<file path="src/rtl/crt_pkg.sv">
package crt_pkg;

    localparam int BYTE_W = 8;

    // Control byte layout, MSB first: bit 7 overflow flag .. bit 0 run.
    typedef struct packed {
        logic ovf;
        logic trig;
        logic tx_route;
        logic rx_route;
        logic ext_en;
        logic cap_mode;
        logic count_ext;
        logic run;
    } ctrl_t;

    localparam int CTRL_W = $bits(ctrl_t);

    // The timer is a baud source whenever either serial clock is routed to it.
    function automatic logic feeds_serial(ctrl_t c);
        return c.rx_route | c.tx_route;
    endfunction

    // Hardware flag sets dominate over a software write in the same cycle.
    function automatic ctrl_t merge_flags(ctrl_t base, logic ovf_set, logic trig_set);
        ctrl_t r;
        r      = base;
        r.ovf  = base.ovf  | ovf_set;
        r.trig = base.trig | trig_set;
        return r;
    endfunction

endpackage

</file>
<file path="src/rtl/crt_edge_det.sv">
module crt_edge_det #(
    parameter int N = 2
) (
    input  logic         clk,
    input  logic         rst,
    input  logic [N-1:0] pin,
    output logic [N-1:0] fall
);
    logic [N-1:0] pin_q;

    for (genvar i = 0; i < N; i++) begin : g_pin
        always_ff @(posedge clk) begin
            if (rst) pin_q[i] <= 1'b0;
            else     pin_q[i] <= pin[i];
        end
        assign fall[i] = pin_q[i] & ~pin[i];
    end
endmodule

</file>
<file path="src/rtl/crt_counter.sv">
module crt_counter #(
    parameter int CW = 16,
    localparam int BYTES = CW / crt_pkg::BYTE_W
) (
    input  logic                      clk,
    input  logic                      rst,
    input  logic                      cnt_en,
    input  logic                      cap_mode,
    input  logic                      baud,
    input  logic                      trig_hit,
    input  logic [BYTES-1:0]          cnt_wr_mask,
    input  logic [BYTES-1:0]          hold_wr_mask,
    input  logic [crt_pkg::BYTE_W-1:0] wr_data,
    output logic [CW-1:0]             cnt,
    output logic [CW-1:0]             hold,
    output logic                      ovf_evt
);
    import crt_pkg::*;

    localparam logic [CW-1:0] ONE = {{(CW-1){1'b0}}, 1'b1};

    logic [CW-1:0] cnt_q, cnt_d, hold_q, hold_d;
    logic          cnt_wr_any, hold_wr_any;
    logic          step, at_max, reload_wrap, reload_trig, capture;

    assign cnt_wr_any  = |cnt_wr_mask;
    assign hold_wr_any = |hold_wr_mask;
    assign at_max      = &cnt_q;

    // A software write to the count freezes all hardware activity on it.
    assign step        = cnt_en & ~cnt_wr_any;
    assign ovf_evt     = step & at_max;
    assign reload_wrap = ovf_evt & (baud | ~cap_mode);
    assign reload_trig = trig_hit & ~cap_mode & ~cnt_wr_any;
    assign capture     = trig_hit & cap_mode & ~hold_wr_any;

    always_comb begin
        cnt_d = cnt_q;
        if (step)                       cnt_d = cnt_q + ONE;
        if (reload_wrap || reload_trig) cnt_d = hold_q;
        for (int b = 0; b < BYTES; b++) begin
            if (cnt_wr_mask[b]) cnt_d[b*BYTE_W +: BYTE_W] = wr_data;
        end
    end

    always_comb begin
        hold_d = hold_q;
        if (capture) hold_d = cnt_q;
        for (int b = 0; b < BYTES; b++) begin
            if (hold_wr_mask[b]) hold_d[b*BYTE_W +: BYTE_W] = wr_data;
        end
    end

    always_ff @(posedge clk) begin
        if (rst) begin
            cnt_q  <= '0;
            hold_q <= '0;
        end else begin
            cnt_q  <= cnt_d;
            hold_q <= hold_d;
        end
    end

    assign cnt  = cnt_q;
    assign hold = hold_q;

    // a capture-mode wrap lands on zero unless software overwrote the count
    p_wrap_zero_r4: assert property (@(posedge clk) disable iff (rst)
        (ovf_evt && cap_mode && !baud && !trig_hit) |=> (cnt_q == '0));

    // a wrap while feeding the serial port reloads the hold value
    p_baud_reload_r9: assert property (@(posedge clk) disable iff (rst)
        (ovf_evt && baud && !hold_wr_any) |=> (cnt_q == $past(hold_q)));
endmodule

</file>
<file path="src/rtl/crt_ctrl.sv">
module crt_ctrl (
    input  logic                       clk,
    input  logic                       rst,
    input  logic                       wr_ctrl,
    input  logic [crt_pkg::CTRL_W-1:0] wr_data,
    input  logic                       ovf_evt,
    input  logic                       trig_fall,
    input  logic                       t1_ovf,
    output crt_pkg::ctrl_t             ctrl,
    output logic                       baud,
    output logic                       trig_hit,
    output logic                       irq,
    output logic                       rx_pulse,
    output logic                       tx_pulse
);
    import crt_pkg::*;

    ctrl_t ctrl_q, ctrl_base, ctrl_d;
    logic  strobe_q;
    logic  ovf_set;

    assign baud     = feeds_serial(ctrl_q);
    assign trig_hit = ctrl_q.ext_en & ~baud & trig_fall;
    assign ovf_set  = ovf_evt & ~baud;

    always_comb begin
        ctrl_base = wr_ctrl ? ctrl_t'(wr_data) : ctrl_q;
        ctrl_d    = merge_flags(ctrl_base, ovf_set, trig_hit);
    end

    always_ff @(posedge clk) begin
        if (rst) begin
            ctrl_q   <= '0;
            strobe_q <= 1'b0;
        end else begin
            ctrl_q   <= ctrl_d;
            strobe_q <= ovf_evt & baud;
        end
    end

    assign ctrl     = ctrl_q;
    assign irq      = ctrl_q.ovf | ctrl_q.trig;
    assign rx_pulse = ctrl_q.rx_route ? strobe_q : t1_ovf;
    assign tx_pulse = ctrl_q.tx_route ? strobe_q : t1_ovf;

    // flags only drop through a software write of the control byte
    p_ovf_clear_r11: assert property (@(posedge clk) disable iff (rst)
        $fell(ctrl_q.ovf) |-> $past(wr_ctrl));
    p_trig_clear_r11: assert property (@(posedge clk) disable iff (rst)
        $fell(ctrl_q.trig) |-> $past(wr_ctrl));

    // overflow flag never rises from a wrap taken while feeding the serial port
    p_no_ovf_baud_r9: assert property (@(posedge clk) disable iff (rst)
        ($rose(ctrl_q.ovf) && !$past(wr_ctrl)) |-> !$past(baud));

    // the trigger flag never rises from hardware while in baud operation
    p_no_trig_baud_r8: assert property (@(posedge clk) disable iff (rst)
        ($rose(ctrl_q.trig) && !$past(wr_ctrl)) |-> !$past(baud));
endmodule

</file>
<file path="src/rtl/cap_reload_timer.sv">
module cap_reload_timer #(
    parameter int AW = 3,
    parameter int CW = 16
) (
    input  logic                       clk,
    input  logic                       rst,
    input  logic                       tick,
    input  logic                       cnt_pin,
    input  logic                       trig_pin,
    input  logic                       t1_ovf,
    input  logic                       wr_en,
    input  logic [AW-1:0]              wr_addr,
    input  logic [crt_pkg::BYTE_W-1:0] wr_data,
    input  logic [AW-1:0]              rd_sel,
    output logic [crt_pkg::BYTE_W-1:0] rd_data,
    output logic                       ovf_flag,
    output logic                       trig_flag,
    output logic                       irq,
    output logic                       rx_clk_pulse,
    output logic                       tx_clk_pulse
);
    import crt_pkg::*;

    localparam int BYTES     = CW / BYTE_W;
    localparam int CTRL_ADDR = 0;
    localparam int CNT_BASE  = 1;
    localparam int HOLD_BASE = CNT_BASE + BYTES;

    ctrl_t             ctrl;
    logic              baud, trig_hit, cnt_en, ovf_evt;
    logic [1:0]        pins, falls;
    logic [BYTES-1:0]  cnt_wr_mask, hold_wr_mask;
    logic [CW-1:0]     cnt, hold;
    logic              wr_ctrl;

    assign pins = {trig_pin, cnt_pin};

    crt_edge_det #(.N(2)) u_edges (
        .clk  (clk),
        .rst  (rst),
        .pin  (pins),
        .fall (falls)
    );

    assign wr_ctrl = wr_en && (wr_addr == AW'(CTRL_ADDR));

    for (genvar b = 0; b < BYTES; b++) begin : g_dec
        assign cnt_wr_mask[b]  = wr_en && (wr_addr == AW'(CNT_BASE + b));
        assign hold_wr_mask[b] = wr_en && (wr_addr == AW'(HOLD_BASE + b));
    end

    crt_ctrl u_ctrl (
        .clk       (clk),
        .rst       (rst),
        .wr_ctrl   (wr_ctrl),
        .wr_data   (wr_data),
        .ovf_evt   (ovf_evt),
        .trig_fall (falls[1]),
        .t1_ovf    (t1_ovf),
        .ctrl      (ctrl),
        .baud      (baud),
        .trig_hit  (trig_hit),
        .irq       (irq),
        .rx_pulse  (rx_clk_pulse),
        .tx_pulse  (tx_clk_pulse)
    );

    assign cnt_en = ctrl.run & (ctrl.count_ext ? falls[0] : tick);

    crt_counter #(.CW(CW)) u_count (
        .clk          (clk),
        .rst          (rst),
        .cnt_en       (cnt_en),
        .cap_mode     (ctrl.cap_mode),
        .baud         (baud),
        .trig_hit     (trig_hit),
        .cnt_wr_mask  (cnt_wr_mask),
        .hold_wr_mask (hold_wr_mask),
        .wr_data      (wr_data),
        .cnt          (cnt),
        .hold         (hold),
        .ovf_evt      (ovf_evt)
    );

    always_comb begin
        rd_data = '0;
        if (rd_sel == AW'(CTRL_ADDR)) rd_data = ctrl;
        for (int b = 0; b < BYTES; b++) begin
            if (rd_sel == AW'(CNT_BASE + b))  rd_data = cnt[b*BYTE_W +: BYTE_W];
            if (rd_sel == AW'(HOLD_BASE + b)) rd_data = hold[b*BYTE_W +: BYTE_W];
        end
    end

    assign ovf_flag  = ctrl.ovf;
    assign trig_flag = ctrl.trig;

    // stopped timer with no trigger path keeps its count
    p_count_idle_r2: assert property (@(posedge clk) disable iff (rst)
        (!ctrl.run && !ctrl.ext_en && !(|cnt_wr_mask)) |=> $stable(cnt));

    // without trigger enable the hold register only moves by software
    p_hold_quiet_r8: assert property (@(posedge clk) disable iff (rst)
        (!ctrl.ext_en && !(|hold_wr_mask)) |=> $stable(hold));

    // interrupt request tracks the flags
    p_irq_flags_r11: assert property (@(posedge clk) disable iff (rst)
        $rose(irq) |-> (ovf_flag || trig_flag));
endmodule

</file>
<file path="config.mk">
export PLATFORM = sky130hd
export DESIGN_NAME = cap_reload_timer
export DESIGN_NICKNAME = d
export VERILOG_FILES = /design/src/rtl/crt_pkg.sv /design/src/rtl/crt_edge_det.sv /design/src/rtl/crt_counter.sv /design/src/rtl/crt_ctrl.sv /design/src/rtl/cap_reload_timer.sv
export SDC_FILE = /design/constraint.sdc
export NUM_CORES = 1
export LEC_CHECK = 0
export ABC_CLOCK_PERIOD_IN_PS = 2800
export CAP_MARGIN = 5
export CORE_UTILIZATION = 56
export DETAILED_ROUTE_END_ITERATION = 6
export PLACE_DENSITY = 0.84
export SYNTH_ARGS = -nofsm -noshare
export SYNTH_HDL_FRONTEND = slang
export SYNTH_SLANG_ARGS = --single-unit
</file>
<file path="constraint.sdc">
create_clock -name clk -period 2.8 [get_ports clk]
set_clock_uncertainty 0.05 [all_clocks]
set_input_delay 0.28 -clock clk [delete_from_list [all_inputs] [get_ports clk]]
set_output_delay 0.28 -clock clk [all_outputs]
set_load 0.05 [all_outputs]
</file>
==> impl.org <==
** Yosys
- The netlist uses 60 different library cells.
- In the post-synthesis netlist, the cell with the most instances is sky130_fd_sc_hd__dfxtp_1.
- Among all flip-flop cells after synthesis, the most frequent one is sky130_fd_sc_hd__dfxtp_1.
- Share of synthesized area occupied by flip-flops and latches :: 0.306
- Averaged over all synthesized cells, the footprint is 8.12 sq um.
- Synth Register Bits :: 43
- Total of warnings raised by yosys :: 0
- Of the post-synthesis cell area, the dominant cell type holds 0.306.
- In this run, synthesis inferred 0 flip-flops with an integrated enable.
- By area the synthesized netlist is led by sky130_fd_sc_hd__dfxtp_1 (31%), sky130_fd_sc_hd__mux2i_1 (8.2%), sky130_fd_sc_hd__a22oi_1 (6.4%).
- Summed over all instances, the cell type with the most area after synthesis is sky130_fd_sc_hd__dfxtp_1.
- Synthesized cell area :: 0.00281 sq mm
- Synth async-reset ratio :: 0
- When the netlist entered floorplanning its net count stood at 368.
- Synthesis handed over a netlist of 346 instances.
- Ranked by instance count, the synthesized netlist is headed by sky130_fd_sc_hd__dfxtp_1 (43), sky130_fd_sc_hd__nand2_1 (34), sky130_fd_sc_hd__nor2_1 (28).

** STA
- RSZ-0062 raised after global routing :: false
- Slew Limit Fails :: 0
- Of the available clock period, the critical path in the final layout requires 0.896.
- Total Negative Setup Slacks :: 0 ns
- The worst pin sits at a relative slew slack of 0.478.
- Min setup slack post-route :: 0.292 ns
- Based on the critical path, the design can be clocked at up to 399 MHz.
- At the pin with the least slew margin, the transition time is 0.782 ns.
- Count of endpoints failing hold in the final timing report :: 0
- The worst path in the final design needs a cycle of 2.51 ns, including I/O delays and setup.
- # setup viols final :: 0

** Power
- Leak Pwr :: 0.00109 uW
- Sw frac :: 0.283
- For this design the total switching power over the nets is 359 uW.
- Internal Dissipation :: 912 uW
- VDD sags by at most 0.000292 V.
- The share of total power dissipated in the clock network is 0.320.
- Power Density :: 379 mW/mm^2
- Of the total power, combinational logic draws 0.166.
- Register share of total power :: 0.514

** CTS
- CTS Hold Bufs :: 0
- # H-tree levels :: 2
- TritonCTS buffer count :: 5
- The later pin in the worst-skew pair is clocked with a latency of 0.29 ns.
- Number of instances resized during post-cts repair :: 0
- Register clock-pin slew on the reported worst setup and hold paths :: 0.08 ns
- Buffers added to address setup during post-CTS repair amount to 0.
- Clock tree synthesis selected as its root buffer the cell sky130_fd_sc_hd__clkbuf_8.
- TritonCTS clock tree :: yes
- Number of buffers between clock root and the deepest sink :: 2
- Counting every sink on the clock net gives 43.

** Finish
- Final #Nets :: 393
- Antenna diode instance count :: 0
- Layout cells sized above 1 :: 0.116
- Compared with the post-synthesis result, the final layout area differs by 19.5%.
- After routing the design area is 0.00336 sq mm.

** Floorplanning
- Total number of placement rows :: 25
- 34 I/O pins were placed.
- The die covers 0.00531 sq mm.
- Effective utilization at floorplan :: 0.587
- Die X :: 72.8 um
- Measured along the y axis, the die boundary spans 72.8 um.
- Core footprint :: 0.00479 sq mm

** Place
- Post-placement cell area :: 0.00327 sq mm
- Half-perimeter wire length after detailed placement :: 6.48 mm
- The congestion estimate from routability-driven global placement came to 0.987.
- The count of buffers added on input and output ports is 33.
- Worst setup slack before clock tree synthesis :: 0.365 ns

** Global routing
- The total overflow left after global routing is 0.
- The initial antenna violation count came to 0.
- The first global-routing pass estimated 14.2 mm of wire.
- Number of global-route vias before repair :: 2741
- In the global route stage, overall resource usage came out at 0.355.
- Largest net degree at the start of global routing :: 37

** Setup path
- Measured in cells, the most critical reg-to-reg path has a length of 5.
- Origin of the critical flop-to-flop path :: u_count.cnt[6]
- Of all nets on the critical path, the largest fanout is 11.
- Critical setup path kind :: input port to primary output
- Worst setup EP type :: primary output
- Required time worst endpoint :: 2.47 ns
- In this run the critical register-to-register path is captured at u_count.cnt[13].
- Type of element launching the critical path :: input port
- Data arrival, critical path :: 2.18 ns
- Worst R2R Setup Slack :: 0.47 ns

** Routing
- The routed design has 9.08 mm of wire.
- After the first detailed-routing iteration, the DRC count stood at 620.
- Length of the first detailed-routing pass in iterations :: 7
- For this run, design rule violations remaining after detail routing come to 12.
- Detail-routed via count per cell :: 6.92
- Residual antenna-violating net count after detailed routing :: 0
- Detail-routed net length per standard cell :: 20.7 um
- Routed vias :: 3029

** Worst hold path
- The worst hold path terminates at u_count.cnt[13].
- HP Class :: flip-flop to flip-flop
- Worst min-delay path startpoint :: u_count.hold[13]
- Worst Hold Path Cells :: 2

** Outcome
- The final reports fail on design-rule violations.
- Status :: finished with violations

** Flow run
- The tool flagged a number of max-cap violations equal to 0.
## stage by stage
step / hold WS, ns / power, uW / cells / util
CTS: 0.430 / 1260 / 438 / 0.701
detailed placement: 0.415 / 870 / 431 / 0.683
finish: 0.437 / 1270 / 438 / 0.701
global route: 0.445 / 1310 / 438 / 0.701
floorplan: 0.358 / 777 / 346 / -
global placement: 0.410 / 866 / 431 / 0.683
## power by group through the flow
stage / Combinational (uW) / Clock (uW) / Sequential (uW)
after floorplan: 120 / 0 / 657
after global placement: 201 / 0 / 665
after detailed placement: 204 / 0 / 666
after CTS: 206 / 406 / 651
after global routing: 221 / 436 / 655
final: 211 / 406 / 654
## kinds of logic (layout without fill, tap and decap cells)
kind of cell	Yosys count	count (layout)	synth area share
AND/OR/NAND/NOR	127	127	0.241
multiplexers	25	25	0.0899
buffers and inverters	33	58	0.0565
adder cells (fa/ha/maj)	1	1	0.00445
AO/OA/AOI/OAI	103	103	0.255
XOR/XNOR	14	14	0.0463
flip-flops	43	43	0.306
## layout by cell type (no fill, tap or decap), types with 2 or more instances in the layout
master	instances
sky130_fd_sc_hd__and4_1	3
sky130_fd_sc_hd__mux2i_1	23
sky130_fd_sc_hd__nor2_1	28
sky130_fd_sc_hd__clkdlybuf4s50_1	25
sky130_fd_sc_hd__nand4_1	8
sky130_fd_sc_hd__inv_1	3
sky130_fd_sc_hd__mux2_2	2
sky130_fd_sc_hd__or2_2	2
sky130_fd_sc_hd__a21oi_1	22
sky130_fd_sc_hd__nand2_1	34
sky130_fd_sc_hd__nor4_1	4
sky130_fd_sc_hd__and3_1	2
sky130_fd_sc_hd__o21ai_0	5
sky130_fd_sc_hd__xnor2_1	8
sky130_fd_sc_hd__nand3_1	3
sky130_fd_sc_hd__o31ai_1	2
sky130_fd_sc_hd__buf_4	15
sky130_fd_sc_hd__clkbuf_8	6
sky130_fd_sc_hd__buf_12	8
sky130_fd_sc_hd__o22ai_1	9
sky130_fd_sc_hd__nor2b_1	4
sky130_fd_sc_hd__a2bb2oi_1	2
sky130_fd_sc_hd__nand4bb_1	3
sky130_fd_sc_hd__nor3_1	17
sky130_fd_sc_hd__a31oi_1	8
sky130_fd_sc_hd__dfxtp_1	43
sky130_fd_sc_hd__a211oi_1	18
sky130_fd_sc_hd__or3b_1	3
sky130_fd_sc_hd__nand4b_1	2
sky130_fd_sc_hd__nand3_2	2
sky130_fd_sc_hd__nor3b_1	2
sky130_fd_sc_hd__a22oi_1	24
sky130_fd_sc_hd__xor2_1	5
## layer usage
metal / global-route usage / part of all wire
met5: 0 / 0
met4: 0.181 / 0.049
met3: 0.113 / 0.13
met2: 0.518 / 0.43
met1: 0.468 / 0.39
## critical path: stages
cell,delay (ns)
sky130_fd_sc_hd__clkdlybuf4s50_1,0.68
sky130_fd_sc_hd__nor2b_1,0.48
sky130_fd_sc_hd__a22oi_1,0.19
sky130_fd_sc_hd__o22ai_1,0.36
sky130_fd_sc_hd__buf_12,0.19
## area by class of cell
type / instances / area [sq um]
multi-input cells: 270 / 1790
fillers: 362 / 1430
flip-flops and latches: 43 / 861
repair buffers: 48 / 523
well taps: 67 / 83.8
clock buffers: 6 / 82.6
inverters: 3 / 11.3
clock inverters: 1 / 5.00
## how the worst max path moves through the flow
stage / from / cells after the start / end
4_1_cts: rd_sel[1] / 5 / rd_data[4]
3_3_place_gp: rd_sel[1] / 5 / rd_data[2]
3_5_place_dp: rd_sel[1] / 5 / rd_data[4]
5_1_grt: rd_sel[1] / 5 / rd_data[1]
2_1_floorplan: rd_sel[0] / 6 / rd_data[6]
6_report: rd_sel[1] / 5 / rd_data[4]
## sequential cells by signal, summed over array words and instances, names as in the netlist
signal and count:
u_count.cnt 16, u_count.hold 16, u_ctrl.ctrl 8, u_ctrl.strobe_q 1, u_edges.pin_q 2
Power figures use the tool's default switching activity.
